[config.mk]
export PLATFORM = sky130hd
export DESIGN_NAME = trig_hub
export DESIGN_NICKNAME = d
export VERILOG_FILES = /design/src/rtl/trig_hub_pkg.sv /design/src/rtl/rise_pulse.sv /design/src/rtl/ext_edge_sync.sv /design/src/rtl/local_combine.sv /design/src/rtl/trig_hub.sv
export SDC_FILE = /design/constraint.sdc
export NUM_CORES = 1
export LEC_CHECK = 0
export BUFFER_PORTS_ARGS = -buffer_cell sky130_fd_sc_hd__buf_2
export CORE_AREA = 2 2 39 41
export DETAILED_ROUTE_END_ITERATION = 10
export DIE_AREA = 0 0 41 43
export SKIP_CTS_REPAIR_TIMING = 1
export SLEW_MARGIN = 25
export SYNTH_ARGS = -nofsm -noshare
export SYNTH_HDL_FRONTEND = slang
export SYNTH_SLANG_ARGS = --single-unit
[constraint.sdc]
create_clock -name clk -period 1.8 [get_ports clk]
set_input_delay 0.36 -clock clk [delete_from_list [all_inputs] [get_ports clk]]
set_output_delay 0.36 -clock clk [all_outputs]
set_load 0.01 [all_outputs]
[src/rtl/trig_hub_pkg.sv]
package trig_hub_pkg;
  typedef struct packed {
    logic ext;
    logic sw;
    logic loc;
  } trig_src_t;
endpackage

[src/rtl/rise_pulse.sv]
module rise_pulse (
  input  logic clk,
  input  logic rst_n,
  input  logic lvl,
  output logic pulse
);
  logic prev;

  always_ff @(posedge clk or negedge rst_n) begin
    if (!rst_n) prev <= 1'b0;
    else        prev <= lvl;
  end

  assign pulse = lvl & ~prev;

  // a held level yields a single pulse
  p_pulse_single_r7: assert property (@(posedge clk) disable iff (!rst_n)
    pulse |=> !pulse);
endmodule

[src/rtl/ext_edge_sync.sv]
module ext_edge_sync #(
  parameter int SYNC_STAGES = 2
) (
  input  logic clk,
  input  logic rst_n,
  input  logic ext_in,
  output logic edge_pulse
);
  logic [SYNC_STAGES-1:0] chain;

  for (genvar g = 0; g < SYNC_STAGES; g++) begin : g_sync
    if (g == 0) begin : g_first
      always_ff @(posedge clk or negedge rst_n) begin
        if (!rst_n) chain[g] <= 1'b0;
        else        chain[g] <= ext_in;
      end
    end else begin : g_next
      always_ff @(posedge clk or negedge rst_n) begin
        if (!rst_n) chain[g] <= 1'b0;
        else        chain[g] <= chain[g-1];
      end
    end
  end

  rise_pulse u_edge (
    .clk   (clk),
    .rst_n (rst_n),
    .lvl   (chain[SYNC_STAGES-1]),
    .pulse (edge_pulse)
  );

  // one pulse per synchronised rising edge
  p_ext_single_r4: assert property (@(posedge clk) disable iff (!rst_n)
    edge_pulse |=> !edge_pulse);
endmodule

[src/rtl/local_combine.sv]
module local_combine #(
  parameter int NCH = 8
) (
  input  logic           clk,
  input  logic           rst_n,
  input  logic [NCH-1:0] local_trig,
  input  logic [NCH-1:0] ch_mask,
  output logic           loc_pulse
);
  logic [NCH-1:0] gated;
  logic           any_hit;

  for (genvar g = 0; g < NCH; g++) begin : g_gate
    assign gated[g] = local_trig[g] & ch_mask[g];
  end

  assign any_hit = |gated;

  rise_pulse u_rise (
    .clk   (clk),
    .rst_n (rst_n),
    .lvl   (any_hit),
    .pulse (loc_pulse)
  );
endmodule

[src/rtl/trig_hub.sv]
module trig_hub
  import trig_hub_pkg::*;
#(
  parameter int NCH         = 8,
  parameter int SYNC_STAGES = 2
) (
  input  logic           clk,
  input  logic           rst_n,
  input  logic           ext_trig_in,
  input  logic           ext_en,
  input  logic           sw_wr,
  input  logic           sw_en,
  input  logic [NCH-1:0] local_trig,
  input  logic [NCH-1:0] ch_mask,
  input  logic           busy,
  output logic [NCH-1:0] chan_trig,
  output logic           trig_out
);
  logic      ext_edge;
  logic      sw_pulse;
  logic      loc_pulse;
  trig_src_t src;
  logic      fire;
  logic      trig_q;

  ext_edge_sync #(.SYNC_STAGES(SYNC_STAGES)) u_ext (
    .clk        (clk),
    .rst_n      (rst_n),
    .ext_in     (ext_trig_in),
    .edge_pulse (ext_edge)
  );

  rise_pulse u_sw (
    .clk   (clk),
    .rst_n (rst_n),
    .lvl   (sw_wr),
    .pulse (sw_pulse)
  );

  local_combine #(.NCH(NCH)) u_loc (
    .clk        (clk),
    .rst_n      (rst_n),
    .local_trig (local_trig),
    .ch_mask    (ch_mask),
    .loc_pulse  (loc_pulse)
  );

  always_comb begin
    src.ext = ext_edge & ext_en;
    src.sw  = sw_pulse & sw_en;
    src.loc = loc_pulse;
    fire    = |src;
  end

  // one registered trigger, dropped while busy
  always_ff @(posedge clk or negedge rst_n) begin
    if (!rst_n) trig_q <= 1'b0;
    else        trig_q <= fire & ~busy;
  end

  // identical fan-out to every channel
  for (genvar g = 0; g < NCH; g++) begin : g_fan
    assign chan_trig[g] = trig_q;
  end
  assign trig_out = trig_q;

  p_busy_holdoff_r9: assert property (@(posedge clk) disable iff (!rst_n)
    busy |=> !trig_out);

  // nothing enabled and no masked local activity means no trigger
  p_gated_quiet_r6: assert property (@(posedge clk) disable iff (!rst_n)
    (!ext_en && !sw_en && ((local_trig & ch_mask) == '0)) |=> !trig_out);

  p_sw_fires_r2: assert property (@(posedge clk) disable iff (!rst_n)
    ($rose(sw_wr) && sw_en && !busy) |=> trig_out);
endmodule

==> results.yml <==
routing:
  wirelength_um: 651
  post-route-drc-count: 0
  viasPerCell: 4.24
  drt-initial-drc-count: 4
  dr.pass1.iters: 4
  vias: 284
  ant_nets: 0
  wl_per_cell_um: 9.72
cts:
  cts-root-buf: "clkbuf_4"
  htreeDepth: 1
  clock_latency_ps: 230
  cts_tree: "yes"
  cts_buffers: 3
  clock_path_buffers: 2
  cts.sinks: 6
  clk_pin_slew_ps: 40
setup_path:
  path_class: "register to output port"
  crit_buf_inv: 1
  ff2ff_path_depth: 3
  crit_fanout: 9
  critPathSlowestCell: "dfrtp_1"
  crit_chain: "buf_2"
  r2r-start: "u_sw.prev"
  crit_path_end_kind: "output port"
  crit_path_max_incr_delay_ps: 430
  arrival_ps: 820
  rrSetupSlack_ps: 990
  path_delay_family: "flip-flops"
  r2r_end: "trig_out"
  cp-start-kind: "register"
  cp.required_ps: 1440
logic_synthesis:
  syn_avg_cell_area_um2: 13.0
  synth.area.mux_share_pct: 0
  synth_seq_cells: 6
  synth-simple-area-share_pct: 10.0
  synth_top_family_by_area: "compound AO/OA/AOI/OAI gates"
  synth_compound_area_share_pct: 22.8
  yosysWarnings: 0
  synth_area_um2: 313
  synth_fa_ha_area_share_pct: 0
  synth.largest_area_cell: "dfrtp_1"
  yosysTopAreaCellShare_pct: 48.0
  synth_nets: 47
  ys_seq_area_share_pct: 48.0
  synthTopCellsByArea: "dfrtp_1 48%, buf_4 19%, a22oi_2 12%, a22oi_4 6.8%, nand3b_1 4.8%"
  synthXorXnorAreaFrac_pct: 0
  synthCells: 24
  synth_cell_types: 9
timing:
  finalHoldViolCount: 0
  fin_crit_sh_pct: 65.8
  holdWs_ps: 232
  relSlewSlack_pct: 87.6
  fin_skew_ps: 1.17
  period_minus_slack_ps: 1180
  rsz0062_at_grt: "no"
  tightestPinTransition_ps: 186
  setup_violations: 0
  setup_tns_ps: 0
  clock.fmax_ghz: 0.844
  finalMaxSlewViolations: 0
layout:
  seqCellArea_um2: 150
  drive_gt1_share_pct: 76.5
  stdcell_count: 67
  nFillCells: 140
  area_growth_pct: 47.2
  diodes: 0
  nets: 76
  multi_input_area_um2: 103
  fin_util_pct: 33.3
global_routing:
  busiest_layer: "met2"
  grt_use_met2_pct: 12.8
  globalRoute.totalOverflow: 0
  grt_util_met1_pct: 8.64
  grt_max_degree: 10
  antenna_found_initial: 0
  first_global_vias: 270
  grt_pass1_wl_um: 979
  grt_usage_pct: 9.23
  met3_usage_pct: 6.28
place:
  portBuffers: 31
  place.gp.congestion: 0.659
  dp_cells: 63
worst_hold_path:
  hold_class: "primary input to register"
  worstHoldEndpoint: "u_ext.chain[0]"
  hp-start: "ext_trig_in"
  min_path_cells: 1
die:
  die-height_um: 43
  io_pins: 32
  start_util_pct: 22.6
  die_area_um2: 1760
  fp.dieW_um: 41
  fp-row-count: 14
  core_um2: 1380
job:
  drv_cap: 0
power:
  vdd_ir_drop_max_mv: 0.183
  powerDensity_nw_per_um2: 722
  power_leakage_nw: 0.263
run_status:
  status: "complete, no violations"
-- stage by stage --
step                cell area [um2]  power, mW  setup slack [ps]
floorplan                       313      0.189               796
global placement                428      0.217               749
detailed placement              428      0.218               733
CTS                             450      0.341               588
global route                    460      0.365               497
finish                          460      0.332               616
-- kinds of logic (layout without fill, tap and decap cells) --
group | count (synthesis) | after routing
AO/OA/AOI/OAI | 6 | 6
flip-flops | 6 | 6
AND/OR/NAND/NOR | 4 | 4
buffers and inverters | 8 | 35
-- power by group --
group          total [mW]  switching, mW  internal [mW]
logic              0.0697         0.0313         0.0383
registers           0.147        0.00416          0.143
clock network       0.116         0.0407         0.0749
-- metal layers --
layer / up-vias / part of all wire (%)
met4: 0 / 0
li1: 134 / -
met5: - / 0
met3: 0 / 19
met1: 118 / 33
met2: 32 / 48
-- sequential cells by signal (all words and copies together), names as in the netlist --
signal,flops
u_ext.u_edge.prev,1
u_sw.prev,1
u_loc.u_rise.prev,1
trig_out,1
u_ext.chain,2
-- worst max path at each step --
| stage | start | to | slack (ps) | depth (start not counted) |
|---|---|---|---|---|
| finish | trig_out | chan_trig[2] | 620 | 1 |
| floorplan | trig_out | chan_trig[0] | 800 | 1 |
| detailed placement | local_trig[3] | trig_out | 730 | 4 |
| global placement | local_trig[3] | trig_out | 750 | 4 |
| global route | trig_out | chan_trig[2] | 500 | 1 |
| CTS | trig_out | chan_trig[2] | 590 | 1 |
-- placed cells by master (no fill, tap or decap) --
cell / netlist / final
nand4_2: 1 / 1
nand3b_1: 2 / 2
a21oi_1: 1 / 1
a22oi_2: 3 / 3
nor2_1: 1 / 1
dfrtp_1: 6 / 6
dlygate4sd3_1: 0 / 1
clkbuf_4: 0 / 3
a22oi_4: 1 / 1
a21o_1: 1 / 1
buf_2: 0 / 31
-- area by class of cell --
type | count | area share, %
Clock buffer | 3 | 4.89
Multi-Input combinational cell | 10 | 22.3
Sequential cell | 6 | 32.6
Timing Repair Buffer | 32 | 35.9
Tap cell | 16 | 4.35
-- synthesized netlist by cell type --
master	n
a22oi_2	3
nand4_2	1
nor2_1	1
a21oi_1	1
a22oi_4	1
nand3b_1	2
a21o_1	1
dfrtp_1	6
buf_4	8
Power figures use the tool's default switching activity.
